$ cat src/rtl/pflow_pkg.sv
package pflow_pkg;

  typedef enum logic [3:0] {
    OP_STEP  = 4'h0,
    OP_BANK0 = 4'h1,
    OP_BANK1 = 4'h2,
    OP_JFAR  = 4'h3,
    OP_CALL  = 4'h4,
    OP_JCND  = 4'h5,
    OP_DJNZ  = 4'h6,
    OP_JIND  = 4'h7,
    OP_RET   = 4'h8,
    OP_RETS  = 4'h9,
    OP_LDR   = 4'hA
  } pf_op_e;

  typedef enum logic [2:0] {
    PC_HOLD,
    PC_INC,
    PC_FAR,
    PC_PAGE,
    PC_IND,
    PC_POP
  } pc_sel_e;

  typedef struct packed {
    pc_sel_e pc_sel;
    logic    push;
    logic    pop;
    logic    restore;
    logic    set_bank;
    logic    bank_val;
    logic    reg_load;
    logic    reg_dec;
    logic    ind_start;
  } pf_ctrl_t;

endpackage

$ cat src/rtl/pflow_decode.sv
module pflow_decode
  import pflow_pkg::*;
(
  input  logic       op_valid,
  input  logic [3:0] op_code,
  input  logic       busy,
  input  logic       cond_in,
  input  logic       dec_nz,
  output pf_ctrl_t   ctrl
);

  pf_op_e op;
  assign op = pf_op_e'(op_code);

  always_comb begin
    ctrl = '0;
    ctrl.pc_sel = PC_HOLD;
    if (busy) begin
      // second half of an indirect jump: the port request is dropped
      ctrl.pc_sel = PC_IND;
    end else if (op_valid) begin
      unique case (op)
        OP_BANK0: begin
          ctrl.pc_sel   = PC_INC;
          ctrl.set_bank = 1'b1;
          ctrl.bank_val = 1'b0;
        end
        OP_BANK1: begin
          ctrl.pc_sel   = PC_INC;
          ctrl.set_bank = 1'b1;
          ctrl.bank_val = 1'b1;
        end
        OP_JFAR:  ctrl.pc_sel = PC_FAR;
        OP_CALL: begin
          ctrl.pc_sel = PC_FAR;
          ctrl.push   = 1'b1;
        end
        OP_JCND:  ctrl.pc_sel = cond_in ? PC_PAGE : PC_INC;
        OP_DJNZ: begin
          ctrl.reg_dec = 1'b1;
          ctrl.pc_sel  = dec_nz ? PC_PAGE : PC_INC;
        end
        OP_JIND: begin
          ctrl.pc_sel    = PC_HOLD;
          ctrl.ind_start = 1'b1;
        end
        OP_RET: begin
          ctrl.pc_sel = PC_POP;
          ctrl.pop    = 1'b1;
        end
        OP_RETS: begin
          ctrl.pc_sel  = PC_POP;
          ctrl.pop     = 1'b1;
          ctrl.restore = 1'b1;
        end
        OP_LDR: begin
          ctrl.pc_sel   = PC_INC;
          ctrl.reg_load = 1'b1;
        end
        default:  ctrl.pc_sel = PC_INC;
      endcase
    end
  end

endmodule

$ cat src/rtl/pflow_pc.sv
module pflow_pc
  import pflow_pkg::*;
#(
  parameter int PC_W   = 12,
  parameter int PAGE_W = 8
) (
  input  logic              clk,
  input  logic              rst,
  input  pc_sel_e           pc_sel,
  input  logic [PC_W-2:0]   imm,
  input  logic [PAGE_W-1:0] ind_byte,
  input  logic [PC_W-1:0]   pop_addr,
  input  logic              set_bank,
  input  logic              bank_val,
  output logic [PC_W-1:0]   pc_q,
  output logic              bank_q,
  output logic [PC_W-1:0]   pc_inc
);

  localparam int OFF_W = PC_W - 1;

  logic [PC_W-1:0] pc_nxt;

  // bank bit is never touched by the increment
  assign pc_inc = {pc_q[PC_W-1], pc_q[OFF_W-1:0] + {{(OFF_W-1){1'b0}}, 1'b1}};

  always_comb begin
    unique case (pc_sel)
      PC_INC:  pc_nxt = pc_inc;
      PC_FAR:  pc_nxt = {bank_q, imm};
      PC_PAGE: pc_nxt = {pc_q[PC_W-1:PAGE_W], imm[PAGE_W-1:0]};
      PC_IND:  pc_nxt = {pc_q[PC_W-1:PAGE_W], ind_byte};
      PC_POP:  pc_nxt = pop_addr;
      default: pc_nxt = pc_q;
    endcase
  end

  always_ff @(posedge clk) begin
    if (rst) begin
      pc_q   <= '0;
      bank_q <= 1'b0;
    end else begin
      pc_q <= pc_nxt;
      if (set_bank) bank_q <= bank_val;
    end
  end

endmodule

$ cat src/rtl/pflow_stack.sv
module pflow_stack #(
  parameter int DEPTH = 8,
  parameter int ENT_W = 16,
  localparam int SP_W = $clog2(DEPTH)
) (
  input  logic             clk,
  input  logic             rst,
  input  logic             push,
  input  logic             pop,
  input  logic [ENT_W-1:0] din,
  output logic [ENT_W-1:0] dout,
  output logic [SP_W-1:0]  sp_q
);

  logic [ENT_W-1:0] mem [DEPTH];
  logic [SP_W-1:0]  sp_dn;

  assign sp_dn = sp_q - {{(SP_W-1){1'b0}}, 1'b1};
  assign dout  = mem[sp_dn];

  // storage has no reset so it maps onto plain RAM
  always_ff @(posedge clk) begin
    if (push) mem[sp_q] <= din;
  end

  // pointer wraps modulo DEPTH
  always_ff @(posedge clk) begin
    if (rst)       sp_q <= '0;
    else if (push) sp_q <= sp_q + {{(SP_W-1){1'b0}}, 1'b1};
    else if (pop)  sp_q <= sp_dn;
  end

endmodule

$ cat src/rtl/pflow_wregs.sv
module pflow_wregs #(
  parameter int NREG   = 8,
  parameter int DATA_W = 8,
  localparam int SEL_W = $clog2(NREG)
) (
  input  logic              clk,
  input  logic              rst,
  input  logic [SEL_W-1:0]  sel,
  input  logic              load,
  input  logic              dec,
  input  logic [DATA_W-1:0] ld_val,
  output logic              dec_nz,
  output logic [DATA_W-1:0] wreg_q
);

  logic [DATA_W-1:0] rf [NREG];
  logic [DATA_W-1:0] rd, dec_val;

  assign rd      = rf[sel];
  assign dec_val = rd - {{(DATA_W-1){1'b0}}, 1'b1};
  assign dec_nz  = |dec_val;

  for (genvar g = 0; g < NREG; g++) begin : g_reg
    logic hit;
    assign hit = (sel == SEL_W'(g));
    always_ff @(posedge clk) begin
      if (rst)              rf[g] <= '0;
      else if (hit && load) rf[g] <= ld_val;
      else if (hit && dec)  rf[g] <= dec_val;
    end
  end

  always_ff @(posedge clk) begin
    if (rst)       wreg_q <= '0;
    else if (load) wreg_q <= ld_val;
    else if (dec)  wreg_q <= dec_val;
  end

endmodule

$ cat src/rtl/pflow_seq.sv
module pflow_seq
  import pflow_pkg::*;
#(
  parameter int PC_W   = 12,
  parameter int PAGE_W = 8,
  parameter int DEPTH  = 8,
  parameter int NREG   = 8,
  parameter int DATA_W = 8,
  parameter int STAT_W = 4
) (
  input  logic                            clk,
  input  logic                            rst,
  input  logic                            op_valid,
  input  logic [3:0]                      op_code,
  input  logic [PC_W-2:0]                 imm,
  input  logic [$clog2(NREG)-1:0]         reg_sel,
  input  logic                            cond_in,
  input  logic [PAGE_W-1:0]               acc_in,
  input  logic [PAGE_W-1:0]               ind_byte,
  input  logic                            flag_we,
  input  logic [STAT_W-1:0]               flag_in,
  output logic [PC_W-1:0]                 pc_q,
  output logic                            bank_pend_q,
  output logic [STAT_W+$clog2(DEPTH):0]   status_q,
  output logic                            ind_req_q,
  output logic [PC_W-1:0]                 ind_addr_q,
  output logic                            isr_done_q,
  output logic [DATA_W-1:0]               wreg_q
);

  localparam int SP_W  = $clog2(DEPTH);
  localparam int ENT_W = STAT_W + PC_W;

  pf_ctrl_t          ctrl;
  logic              dec_nz;
  logic [PC_W-1:0]   pc_inc;
  logic [ENT_W-1:0]  stk_din, stk_dout;
  logic [SP_W-1:0]   sp_q;
  logic [STAT_W-1:0] stat_q;
  logic              accepted;

  assign accepted = op_valid && !ind_req_q;

  pflow_decode u_dec (
    .op_valid (op_valid),
    .op_code  (op_code),
    .busy     (ind_req_q),
    .cond_in  (cond_in),
    .dec_nz   (dec_nz),
    .ctrl     (ctrl)
  );

  pflow_pc #(.PC_W(PC_W), .PAGE_W(PAGE_W)) u_pc (
    .clk      (clk),
    .rst      (rst),
    .pc_sel   (ctrl.pc_sel),
    .imm      (imm),
    .ind_byte (ind_byte),
    .pop_addr (stk_dout[PC_W-1:0]),
    .set_bank (ctrl.set_bank),
    .bank_val (ctrl.bank_val),
    .pc_q     (pc_q),
    .bank_q   (bank_pend_q),
    .pc_inc   (pc_inc)
  );

  assign stk_din = {stat_q, pc_inc};

  pflow_stack #(.DEPTH(DEPTH), .ENT_W(ENT_W)) u_stk (
    .clk  (clk),
    .rst  (rst),
    .push (ctrl.push),
    .pop  (ctrl.pop),
    .din  (stk_din),
    .dout (stk_dout),
    .sp_q (sp_q)
  );

  pflow_wregs #(.NREG(NREG), .DATA_W(DATA_W)) u_wr (
    .clk    (clk),
    .rst    (rst),
    .sel    (reg_sel),
    .load   (ctrl.reg_load),
    .dec    (ctrl.reg_dec),
    .ld_val (imm[DATA_W-1:0]),
    .dec_nz (dec_nz),
    .wreg_q (wreg_q)
  );

  // status nibble: restore from stack outranks the ALU write
  always_ff @(posedge clk) begin
    if (rst)               stat_q <= '0;
    else if (ctrl.restore) stat_q <= stk_dout[ENT_W-1:PC_W];
    else if (flag_we)      stat_q <= flag_in;
  end

  assign status_q = {stat_q, 1'b1, sp_q};

  always_ff @(posedge clk) begin
    if (rst) begin
      ind_req_q  <= 1'b0;
      ind_addr_q <= '0;
      isr_done_q <= 1'b0;
    end else begin
      ind_req_q  <= ctrl.ind_start;
      isr_done_q <= ctrl.restore;
      if (ctrl.ind_start) ind_addr_q <= {pc_q[PC_W-1:PAGE_W], acc_in};
    end
  end

endmodule

$ cat config.mk
export PLATFORM = sky130hd
export DESIGN_NAME = pflow_seq
export DESIGN_NICKNAME = d
export VERILOG_FILES = /design/src/rtl/pflow_pkg.sv /design/src/rtl/pflow_decode.sv /design/src/rtl/pflow_pc.sv /design/src/rtl/pflow_stack.sv /design/src/rtl/pflow_wregs.sv /design/src/rtl/pflow_seq.sv
export SDC_FILE = /design/constraint.sdc
export NUM_CORES = 1
export LEC_CHECK = 0
export CORE_MARGIN = 2
export CORE_UTILIZATION = 52
export CTS_CLUSTER_SIZE = 24
export DETAILED_ROUTE_END_ITERATION = 12
export PLACE_DENSITY = 0.78
export SYNTH_ARGS = -nofsm -noshare
export SYNTH_HDL_FRONTEND = slang
export SYNTH_HIERARCHICAL = 1
export SYNTH_SLANG_ARGS = --single-unit
$ cat constraint.sdc
create_clock -name clk -period 4.6 [get_ports clk]
set_input_delay 0.69 -clock clk [delete_from_list [all_inputs] [get_ports clk]]
set_output_delay 0.69 -clock clk [all_outputs]
set_load 0.1 [all_outputs]
==> metrics.yaml, run 1 <==
ff2ff_path_depth: 14
num_vias: 7984
final_max_slew_viol_count: 0
avgSynthCellArea_um2: 12.4
syn_inst: 908
io_pins: 86
async_flop_share_pct: 0
leakage_nw: 4.52
finalSetupViolCount: 0
die_x_um: 151
overflow: 0
path_max_fanout: 15
min_period_ns: 4.24
peakVddDrop_uv: 297
finClkSkew_ns: 0.0171
cts_resized: 0
grt_pass1_wl_um: 43700
cts_root_buffer: "clkbuf_16"
coreArea_mm2: 0.0212
h-tree-depth: 1
power.density_mw_per_mm2: 373
endpoint_kind: "register"
cts-buffers-inserted: 25
antenna_found_initial: 1
cts_tree: "yes"
nNetsFinal: 1072
tightest_slew_ns: 1.07
postRouteAntennaNets: 0
start_util_pct: 53.3
ys_seq_elements: 234
synth_area_leaders: "edfxtp_1 51%, mux2i_1 8.7%, dfxtp_1 7.5%, nand3_1 3.2%, o21ai_0 2.6%"
dp_slack_ns: -0.273
synth_ff_type: "edfxtp_1"
grt_max_degree: 50
cap_viol_max_count: 0
arrival_ns: 4.65
netlist_area_mm2: 0.0113
post-route-drc-count: 0
rsz0062_at_grt: "false"
drt_first_pass_iters: 5
relSlewSlack_pct: 28.7
syn_nets: 956
clk_pin_slew_ns: 0.06
finalHoldViolations: 0
outcome: "finished, final reports clean"
fill_cells: 1600
critical_path_class: "input port to register"
post_drt_wl_per_cell_um: 21.6
fmaxAchievable_mhz: 236
grt.total_usage_pct: 25.2
hpwl_um: 19300
synth.largest_area_cell: "edfxtp_1"
rows: 53
clkSinkCount: 234
worst_slack_ns: 0.361
critPathLaunchType: "input port"
yosysUniqueCellTypes: 81
hp-class: "register to register"
io_buffers: 84
synth_top_area_share_pct: 51.1
fin_crit_sh_pct: 92.2
via_per_inst: 6.06
seq_area_frac_synth_pct: 58.6
grt_pass1_vias: 7784
min_path_cells: 2
drt_wl_total_um: 28500
postCtsHoldBufs: 0
synth_edf_count: 192
n_antenna_cell: 0
crit_required_ns: 5.01
clk_path_buf_depth: 3
layout-drive-gt1-share_pct: 13.2
yosys_warnings: 6
drt_iter0_markers: 635
die_y_um: 151
place.gp.congestion: 0.929
synthToLayoutAreaGrowth_pct: 18.3
cts_setup_buffers: 0
dieArea_mm2: 0.0229
clock_latency_ns: 0.52
total_power_mw: 4.97
cell usage in the layout (no fill, tap or decap), types with 22 or more instances in the layout:
master,synthesis,layout
clkbuf_16,0,25
nor2_1,65,65
nand2_1,70,70
a22o_1,22,22
dfxtp_1,42,42
buf_4,6,60
o21ai_0,59,59
edfxtp_1,192,192
nand3_1,71,71
mux2i_1,98,98
clkdlybuf4s50_1,0,83
cell type report:
class / instances / area, µm² / share of cell area, %
Clock buffer: 33 / 666 / 4.99
Clock inverter: 12 / 87.6 / 0.657
Inverter: 20 / 82.6 / 0.619
Multi-Input combinational cell: 597 / 4220 / 31.7
Sequential cell: 234 / 6610 / 49.5
Tap cell: 275 / 344 / 2.58
Timing Repair Buffer: 146 / 1330 / 9.95
report_power, final:
| part | internal [mW] | switching, mW | leakage (nW) |
|---|---|---|---|
| Combinational | 0.263 | 0.473 | 1.97 |
| Sequential | 2.35 | 0.0421 | 2.17 |
| Clock | 1.07 | 0.773 | 0.373 |
through the flow:
| stage | std cells | hold slack (ns) | utilization, % | area, µm² | setup TNS, ns |
|---|---|---|---|---|---|
| after floorplan | 908 | 0.553 | - | 11300 | 0 |
| after global placement | 1272 | 0.474 | 59.4 | 12600 | -0.832 |
| after detailed placement | 1272 | 0.483 | 59.4 | 12600 | -1.80 |
| after CTS | 1317 | 0.496 | 63.0 | 13300 | 0 |
| after global routing | 1317 | 0.524 | 63.0 | 13300 | 0 |
| final | 1317 | 0.491 | 63.0 | 13300 | 0 |
sequential cells by signal (all words and copies together) (netlist names):
register / cells
u_stk/sp_q: 3
u_stk/mem: 128
u_wr/rf: 64
u_wr/wreg_q: 8
u_pc/pc_q: 12
ind_req_q: 1
ind_addr_q: 12
u_pc/bank_q: 1
isr_done_q: 1
stat_q: 4
final timing paths:
check / from / end / slack (ns)
setup / recovery: reg_sel[2] / u_pc/pc_q[7] / 0.36
hold / removal: ind_addr_q[1] / ind_addr_q[1] / 0.49
setup reg to reg: u_wr/rf[4][2] / u_pc/pc_q[7] / 0.91
hold reg to reg: ind_addr_q[1] / ind_addr_q[1] / 0.49
critical path: stages:
cell             delay (ns)
clkdlybuf4s50_1        0.52
buf_4                  0.27
mux2i_1                0.27
a22oi_1                0.13
a22oi_1                0.27
and3_4                 0.24
nand4_4                0.12
xor2_2                 0.19
or4b_1                 0.62
o21bai_1               0.20
a221oi_2               0.14
buf_4                  0.18
nor3_1                 0.22
nor2_1                 0.15
or2_2                  0.29
o2111a_1               0.12
per-layer routing:
layer  track usage [%]  routed length, µm  vias up
li1                  -                  -     3662
met1              32.7              11100     3860
met2              42.2              14000      372
met3              4.73               2320       90
met4              9.81               1120        0
met5                 0                  0        -
cell usage after synthesis, types with 11 or more instances:
master,number
buf_2,15
mux2i_1,98
nand3_1,71
buf_6,17
a21oi_1,21
a211oi_1,11
a22o_1,22
nand2b_1,13
nand2_1,70
and4_1,16
dfxtp_1,42
nor2_1,65
inv_1,18
o21ai_0,59
edfxtp_1,192
cells by family after synthesis:
family          after synthesis  synth area share (%)
compound gates              164                  9.70
xor+xnor                     19                  1.81
fa+ha+maj                     5                 0.555
buf+inv                      77                  4.27
flops                       234                  58.6
mux                         115                  11.6
other cells                   1                0.0333
simple gates                293                  13.5
Note: power is estimated with default switching activity, not from simulation.
==> run 2: changes to the inputs <==
--- a/config.mk
+++ b/config.mk
@@ -9,7 +9,9 @@
 export CORE_UTILIZATION = 52
 export CTS_CLUSTER_SIZE = 24
 export DETAILED_ROUTE_END_ITERATION = 12
+export GPL_ROUTABILITY_DRIVEN = 0
 export PLACE_DENSITY = 0.78
+export SKIP_LAST_GASP = 1
 export SYNTH_ARGS = -nofsm -noshare
 export SYNTH_HDL_FRONTEND = slang
 export SYNTH_HIERARCHICAL = 1
==> results of run 2 <==
Final layout, timing and power as in run 1 (identical DEF).
==> run 3: changes to the inputs <==
--- a/config.mk
+++ b/config.mk
@@ -11,6 +11,7 @@
 export DETAILED_ROUTE_END_ITERATION = 12
 export GPL_ROUTABILITY_DRIVEN = 0
 export PLACE_DENSITY = 0.78
+export SKIP_CTS_REPAIR_TIMING = 1
 export SKIP_LAST_GASP = 1
 export SYNTH_ARGS = -nofsm -noshare
 export SYNTH_HDL_FRONTEND = slang
==> results of run 3 <==
Final layout, timing and power as in run 1 (identical DEF).
